[src/rtl/hbdt_pkg.sv]
package hbdt_pkg;
  // Synchronizer depth for all asynchronous inputs
  localparam int unsigned SYNC_STAGES = 2;
  // Index of each side in per-side vectors
  localparam int unsigned SIDE_HI = 0;
  localparam int unsigned SIDE_LO = 1;
  localparam int unsigned NUM_SIDES = 2;

  typedef struct packed {
    logic uvh;
    logic uvl;
    logic lo;
    logic hi;
  } hb_inputs_t;
endpackage

[src/rtl/hbdt_sync.sv]
module hbdt_sync #(
  parameter int unsigned WIDTH  = 4,
  parameter int unsigned STAGES = 2
) (
  input  logic             clk,
  input  logic             rst_n,
  input  logic [WIDTH-1:0] d_in,
  output logic [WIDTH-1:0] q_out
);
  logic [STAGES-1:0] chain [WIDTH];

  for (genvar b = 0; b < WIDTH; b++) begin : g_bit
    always_ff @(posedge clk or negedge rst_n) begin
      if (!rst_n) chain[b] <= '0;
      else        chain[b] <= {chain[b][STAGES-2:0], d_in[b]};
    end
    assign q_out[b] = chain[b][STAGES-1];
  end
endmodule

[src/rtl/hbdt_arm.sv]
module hbdt_arm (
  input  logic clk,
  input  logic rst_n,
  input  logic cmd,
  input  logic block,
  output logic allow
);
  logic prev_q;
  logic armed_q;
  logic rise;

  // A fresh rising edge arms the side; a fault disarms it until the next edge
  assign rise  = cmd & ~prev_q;
  assign allow = (armed_q | rise) & cmd & ~block;

  always_ff @(posedge clk or negedge rst_n) begin
    if (!rst_n) begin
      prev_q  <= 1'b0;
      armed_q <= 1'b0;
    end else begin
      prev_q  <= cmd;
      armed_q <= allow;
    end
  end
endmodule

[src/rtl/hbdt_dt_timer.sv]
module hbdt_dt_timer #(
  parameter int unsigned DT_CYCLES = 94
) (
  input  logic clk,
  input  logic rst_n,
  input  logic off_evt,
  output logic dt_done
);
  localparam int unsigned CW = $clog2(DT_CYCLES + 1);
  localparam logic [CW-1:0] LIMIT = CW'(DT_CYCLES);

  logic [CW-1:0] cnt_q;

  // cnt_q holds the number of low cycles elapsed since the last turn-off
  always_ff @(posedge clk or negedge rst_n) begin
    if (!rst_n)              cnt_q <= '0;
    else if (off_evt)        cnt_q <= CW'(1);
    else if (cnt_q != LIMIT) cnt_q <= cnt_q + CW'(1);
  end

  assign dt_done = (cnt_q == LIMIT);
endmodule

[src/rtl/hb_deadtime_ctrl.sv]
module hb_deadtime_ctrl
  import hbdt_pkg::*;
#(
  parameter int unsigned DT_CYCLES = 94
) (
  input  logic clk,
  input  logic rst_n,
  input  logic cmd_hi,
  input  logic cmd_lo,
  input  logic uv_lo,
  input  logic uv_hi,
  output logic gate_hi,
  output logic gate_lo,
  output logic boot_en
);
  localparam int unsigned IN_W = $bits(hb_inputs_t);

  hb_inputs_t raw_in, syn_in;
  logic [NUM_SIDES-1:0] side_cmd, side_block, side_allow;
  logic req_hi, req_lo, hi_next, lo_next, off_evt, dt_done;
  logic gate_hi_q, gate_lo_q, boot_q;

  assign raw_in = '{uvh: uv_hi, uvl: uv_lo, lo: cmd_lo, hi: cmd_hi};

  hbdt_sync #(.WIDTH(IN_W), .STAGES(SYNC_STAGES)) u_sync (
    .clk   (clk),
    .rst_n (rst_n),
    .d_in  (raw_in),
    .q_out (syn_in)
  );

  assign side_cmd[SIDE_HI]   = syn_in.hi;
  assign side_cmd[SIDE_LO]   = syn_in.lo;
  assign side_block[SIDE_HI] = syn_in.uvl | syn_in.uvh;
  assign side_block[SIDE_LO] = syn_in.uvl;

  for (genvar s = 0; s < NUM_SIDES; s++) begin : g_side
    hbdt_arm u_arm (
      .clk   (clk),
      .rst_n (rst_n),
      .cmd   (side_cmd[s]),
      .block (side_block[s]),
      .allow (side_allow[s])
    );
  end

  // Both commands high: neither side is requested
  assign req_hi = side_allow[SIDE_HI] & ~syn_in.lo;
  assign req_lo = side_allow[SIDE_LO] & ~syn_in.hi;

  // A gate stays on while requested; it turns on only after the deadtime
  // and only while the opposite gate is off
  assign hi_next = gate_hi_q ? req_hi : (req_hi & dt_done & ~gate_lo_q);
  assign lo_next = gate_lo_q ? req_lo : (req_lo & dt_done & ~gate_hi_q);
  assign off_evt = (gate_hi_q & ~hi_next) | (gate_lo_q & ~lo_next);

  hbdt_dt_timer #(.DT_CYCLES(DT_CYCLES)) u_timer (
    .clk     (clk),
    .rst_n   (rst_n),
    .off_evt (off_evt),
    .dt_done (dt_done)
  );

  always_ff @(posedge clk or negedge rst_n) begin
    if (!rst_n) begin
      gate_hi_q <= 1'b0;
      gate_lo_q <= 1'b0;
      boot_q    <= 1'b0;
    end else begin
      gate_hi_q <= hi_next;
      gate_lo_q <= lo_next;
      boot_q    <= lo_next;
    end
  end

  assign gate_hi = gate_hi_q;
  assign gate_lo = gate_lo_q;
  assign boot_en = boot_q;
endmodule

[config.mk]
export PLATFORM = sky130hd
export DESIGN_NAME = hb_deadtime_ctrl
export DESIGN_NICKNAME = d
export VERILOG_FILES = /design/src/rtl/hbdt_pkg.sv /design/src/rtl/hbdt_sync.sv /design/src/rtl/hbdt_arm.sv /design/src/rtl/hbdt_dt_timer.sv /design/src/rtl/hb_deadtime_ctrl.sv
export SDC_FILE = /design/constraint.sdc
export NUM_CORES = 1
export LEC_CHECK = 0
export CORE_MARGIN = 5
export CORE_UTILIZATION = 29
export CTS_BUF_LIST = sky130_fd_sc_hd__clkbuf_8
export CTS_CLUSTER_DIAMETER = 50
export DETAILED_ROUTE_END_ITERATION = 10
export DONT_BUFFER_PORTS = 1
export GPL_TIMING_DRIVEN = 0
export SYNTH_ARGS = -nofsm -noshare
export SYNTH_HDL_FRONTEND = slang
export SYNTH_SLANG_ARGS = --single-unit
[constraint.sdc]
create_clock -name clk -period 1.57 [get_ports clk]
set_input_delay 0.157 -clock clk [delete_from_list [all_inputs] [get_ports clk]]
set_output_delay 0.157 -clock clk [all_outputs]
set_load 0.05 [all_outputs]
* Yosys cells after proc, flatten, opt, wreduce, memory -nomap -nowiden *
Index checks and enable logic that the tools add are counted.

cells by class
  add/subtract/negate cells = 1
  equal/unequal tests = 2
  mux-type cells = 4
  bitwise gates (word level) = 28
  reductions and logical operators = 1

operators by type and width
  kind                   count
  $and A1 B1 Y1          14
  $mux W7                2
  $not A1 Y1             10
  $add A7 B1 Y7 const B  1
  $eq A7 B7 Y1 const B   1
  $ne A7 B7 Y1 const B   1
  $or A1 B1 Y1           4
  $mux W1                2
  $reduce_bool A2 Y1     1

storage, ports and cells
  bits in registers = 21
  logic and storage cells = 47

* Depth between registers and ports, before layout *
  depth in word-level cells = 13
  mapped depth = 6
  depth with buffers taken out = 5

* By module *
Synthesis repeated with hierarchy kept, for this count alone.

unflattened totals
  cell total of the unflattened synthesis = 72
  area, all modules = 887.1 um^2

modules (own cells, without submodules)
  module            times used  cells an instance  area an instance (um^2)  sequential area each (um^2)
  hbdt_dt_timer     1           39                 381.6                    175.2
  hbdt_sync         1           12                 230.2                    200.2
  hbdt_arm          2           4                  76.3                     50.0
  hb_deadtime_ctrl  1           13                 122.6                    50.0

* Worst setup path after synthesis *
No wires, ideal clock.

  path kind = register -> register
  start point = reg u_timer.cnt_q[0]
  end point = reg u_timer.cnt_q[5]
  data arrival time = 1.599 ns
  slack = -0.123 ns
  cell stages (with the launch flop) = 7
  buffers on the path = 1
  cell sequence = dfrtp_1 -> inv_1 -> ha_1 -> and3b_1 -> clkbuf_1 -> or4_1 -> a211oi_1

between the ends
  word-level cells in the longest chain between the ends = 8

ends and longest elaborated chain
  item                                                   RTL line                                        RTL
  start: declaration                                     hbdt_dt_timer.sv:12                             logic [CW-1:0] cnt_q;
  start signal: assignment                               hbdt_dt_timer.sv:18                             else if (cnt_q != LIMIT) cnt_q <= cnt_q + CW'(1);
  $eq A7 B7 Y1                                           hbdt_dt_timer.sv:21                             assign dt_done = (cnt_q == LIMIT);
  $and A1 B1 Y1, on equally long branches (2 in series)  hb_deadtime_ctrl.sv:53, hb_deadtime_ctrl.sv:54
  $mux W1, on equally long branches                      hb_deadtime_ctrl.sv:53, hb_deadtime_ctrl.sv:54
  $not A1 Y1                                             hb_deadtime_ctrl.sv:55                          assign off_evt = (gate_hi_q & ~hi_next) | (gate_lo_q & ~lo_next);
  $and A1 B1 Y1                                          hb_deadtime_ctrl.sv:55
  $or A1 B1 Y1                                           hb_deadtime_ctrl.sv:55
  $mux W7 / $reduce_bool A2 Y1 (equally long branches)   -

Parallel ways exist; a longest one is shown, timed or not. The select of a mux whose other input is x is not followed.
A chain may end at the register's enable or synchronous reset.

* Worst setup path in the final report *
  start point = reg u_sync.chain, in the netlist u_sync.q_out[3]
  end point = reg u_timer.cnt_q[5]

between the ends
  word-level cells in the longest chain between the ends = 11

ends and longest elaborated chain
  item                                                  RTL line                RTL
  start: declaration                                    hbdt_sync.sv:10         logic [STAGES-1:0] chain [WIDTH];
  start signal: indexed assignment                      hbdt_sync.sv:15         else chain[b] <= {chain[b][STAGES-2:0], d_in[b]};
  $or A1 B1 Y1 *                                        hb_deadtime_ctrl.sv:34  assign side_block[SIDE_HI] = syn_in.uvl | syn_in.uvh;
  $not A1 Y1 *                                          hbdt_arm.sv:14          assign allow = (armed_q | rise) & cmd & ~block;
  $and A1 B1 Y1 *                                       hbdt_arm.sv:14
  $and A1 B1 Y1 *                                       hb_deadtime_ctrl.sv:48  assign req_hi = side_allow[SIDE_HI] & ~syn_in.lo;
  $and A1 B1 Y1 (2 in series)                           hb_deadtime_ctrl.sv:53  assign hi_next = gate_hi_q ? req_hi : (req_hi & dt_done & ~gate_lo_q);
  $mux W1 *                                             hb_deadtime_ctrl.sv:53
  $not A1 Y1 *                                          hb_deadtime_ctrl.sv:55
  $and A1 B1 Y1 *                                       hb_deadtime_ctrl.sv:55
  $or A1 B1 Y1 *                                        hb_deadtime_ctrl.sv:55
  $mux W7 / $reduce_bool A2 Y1 (equally long branches)  -

Mark *: on every way between the ends. The rest lies on a longest branch, timed or not.

==> out/results.txt <==
Critical path launch point type: flop
Worst Skew: 0.00439 ns
Gr ovfl total: 0
Crit path DAT: 1.76 ns
Core box area: 2780 µm²
TritonCTS Buffers: 3
DIE WIDTH: 63.9 µm
Final worst path period need: 1.58 ns
Wire length per cell: 13.7 µm
DRC violations left: 0
Htree depth: 1
Status: finished with violations
Worst Max-Slew Pin Slew: 0.927 ns
Syn Nets: 78
Vias in the first global route: 622
Gate family responsible for the most delay along the worst path: simple AND/OR/NAND/NOR gates
Hold Crit Class: flop to flop
Vias/cell: 5.28
Share of cells above drive strength 1: 24.1%
Tot Pwr: 947 µW
Post-Layout Cell Count: 114
Clock sink total: 21
Sequence of cells on the critical path: or4b_1, o21a_4, buf_6, a211oi_2
Initial Util: 30.3%
Setup Viol. Count Final: 1
Tot GR Track Use: 8.08%
1st-iter DRT viols: 23
Leakage: 0.000475 µW
Pin count of the biggest net entering global routing: 22
Max clock buf depth: 2
Drt pass-1 iters: 4
Number of antenna diodes: 0
Post-synth cell types: 30
Worst EP required: 1.75 ns
Max incr delay on CP: 0.53 ns
Failing checks: setup timing
Crit-path max FO: 6
Placed Cells incl. Taps: 101
Final Hold Viols: 0
#FFs+latches synth: 21
Number of port buffers: 0
IO Pins: 9
Row count: 19
Clock-pin transition on the worst setup and hold timing paths: 0.08 ns
CP Buf/Inv Count: 1
Worst-skew pair later-pin latency: 0.26 ns
Fin crit share: 100%
Area grow syn2layout: 29.1%
R2R Setup Slk: -0.005 ns
Mapped Area: 843 µm²
CTS tree: built
Slowest stage cell on the critical path: or4b_1
Via Count: 602
Max-cap viol count: 0
Die area: 4090 µm²
Worst vdd ir: 0.454 mV
Mapped Cells: 70
Post-synthesis sequential area ratio: 62.3%
Worst relative slew slack: 38.0%
RSZ-0062 raised after global routing: yes
PD cells: 870 nW/µm²
ANT nets after route: 0
Initial antenna violation count: 0
Placer Congestion: 0.749
Max Freq: 635 MHz
Mean Syn Cell Area: 12.0 µm²
Root Driver: clkbuf_8
Final Slew Violations: 0
Final setup margin: -0.00531 ns
Final wirelength: 1.57 mm
Dpl hpwl: 1.03 mm
Final nets: 92
CP endpoint kind: flop
First-pass GRT wire length: 2.61 mm
Die Y: 63.9 µm
Ys Warns: 0
Critical path type: flop to flop
[placed cells by master, fill, tap and decap left out, types with 2 or more instances in the layout]
master,count
nor2b_1,2
and3_1,2
buf_4,5
nor4_4,2
inv_1,4
a31oi_1,3
nand2_1,3
dfrtp_1,21
o21ai_0,3
nor3_1,2
a211oi_2,2
nand4_1,2
nand3_1,2
dlygate4sd3_1,5
a21oi_1,2
nor2_1,2
clkbuf_8,3
[where the power goes]
group          leakage [µW]  switching (µW)  total, µW  internal (µW)
sequential         0.000255            5.82        561            555
combinational      0.000194            17.2       30.6           13.4
clock             0.0000255             179        355            177
total              0.000475             202        947            745
[final timing paths]
check	endpoint	start	cells past startpoint
min	u_sync.q_out[2]	u_sync.chain[2]	0
max reg2reg	u_timer.cnt_q[5]	u_sync.q_out[3]	4
min reg2reg	u_sync.q_out[2]	u_sync.chain[2]	0
max in group asynchronous	g_side[0].u_arm.prev_q	rst_n	1
max	u_timer.cnt_q[5]	u_sync.q_out[3]	4
min in group asynchronous	u_timer.cnt_q[1]	rst_n	1
[kinds of logic after synthesis]
group	Yosys count	share of synthesized area, %
flip-flops	21	62.3
adder cells (fa/ha/maj)	2	2.97
buffers and inverters	7	3.71
AO/OA/AOI/OAI	15	13.1
AND/OR/NAND/NOR	25	18.0
[layer usage]
metal	GRT usage (%)	vias to the layer above	part of all wire [%]
met4	6.23	0	3.3
met5	0	-	0
met2	13.3	19	48
li1	-	283	-
met1	9.38	295	45
met3	1.05	5	4.3
[Yosys cell counts]
cell       instances  area, µm²
a211o_1            1       8.76
nor3b_1            1       7.51
o21a_2             1       8.76
or4b_1             1       10.0
and3_1             2       12.5
o21ai_0            3       15.0
a2111oi_2          1       15.0
ha_1               2       25.0
clkbuf_1           1       3.75
a31oi_1            3       18.8
dfrtp_1           21        526
nor2b_1            2       12.5
nand4_1            2       12.5
nor4b_1            1       8.76
clkbuf_2           1       5.00
nand3b_1           1       7.51
a211oi_1           2       15.0
buf_4              1       7.51
or3_1              1       6.26
a21oi_1            2       10.0
nand3_1            2       10.0
o31ai_1            1       7.51
o41a_1             1       11.3
nor2_1             2       7.51
and3b_1            1       8.76
inv_1              4       15.0
nor4_1             3       18.8
or4_1              1       7.51
nand2_1            3       11.3
nor3_1             2       10.0
[timing repair]
item,CTS,global route
setup buffers,4,1
hold buffers,5,0
endpoints found under the setup margin,5,7
gates resized for setup,4,8
hold endpoints to repair,25,0
pin swaps,2,5
[through the flow]
step                      area [µm²]  setup slack (ns)  util, %  hold slack [ns]  setup TNS, ns
after floorplan                  847           -0.0317        -           -0.139        -0.0317
after global placement           886            -0.106     31.8           -0.138         -0.186
after detailed placement         886            -0.136     31.8           -0.138         -0.225
after CTS                       1040           -0.0206     37.2            0.352        -0.0696
after global routing            1090           -0.0460     39.1            0.363         -0.154
final                           1090          -0.00531     39.1            0.350       -0.00531
[registers in the layout, indices dropped and copies added, names as in the netlist]
| signal | count |
|---|---|
| boot_en | 1 |
| g_side.u_arm.armed_q | 2 |
| g_side.u_arm.prev_q | 2 |
| gate_hi | 1 |
| u_sync.chain | 4 |
| u_sync.q_out | 4 |
| u_timer.cnt_q | 7 |
[cell type report]
class,instances,area [µm²]
fill,268,1690
sequential,21,526
multi-input combinational,42,359
timing repair buffer,10,91.3
clock buffer,3,41.3
tap,31,38.8
inverter,4,15.0
buffer,2,12.5
clock inverter,1,5.00
Power figures use the tool's default switching activity.
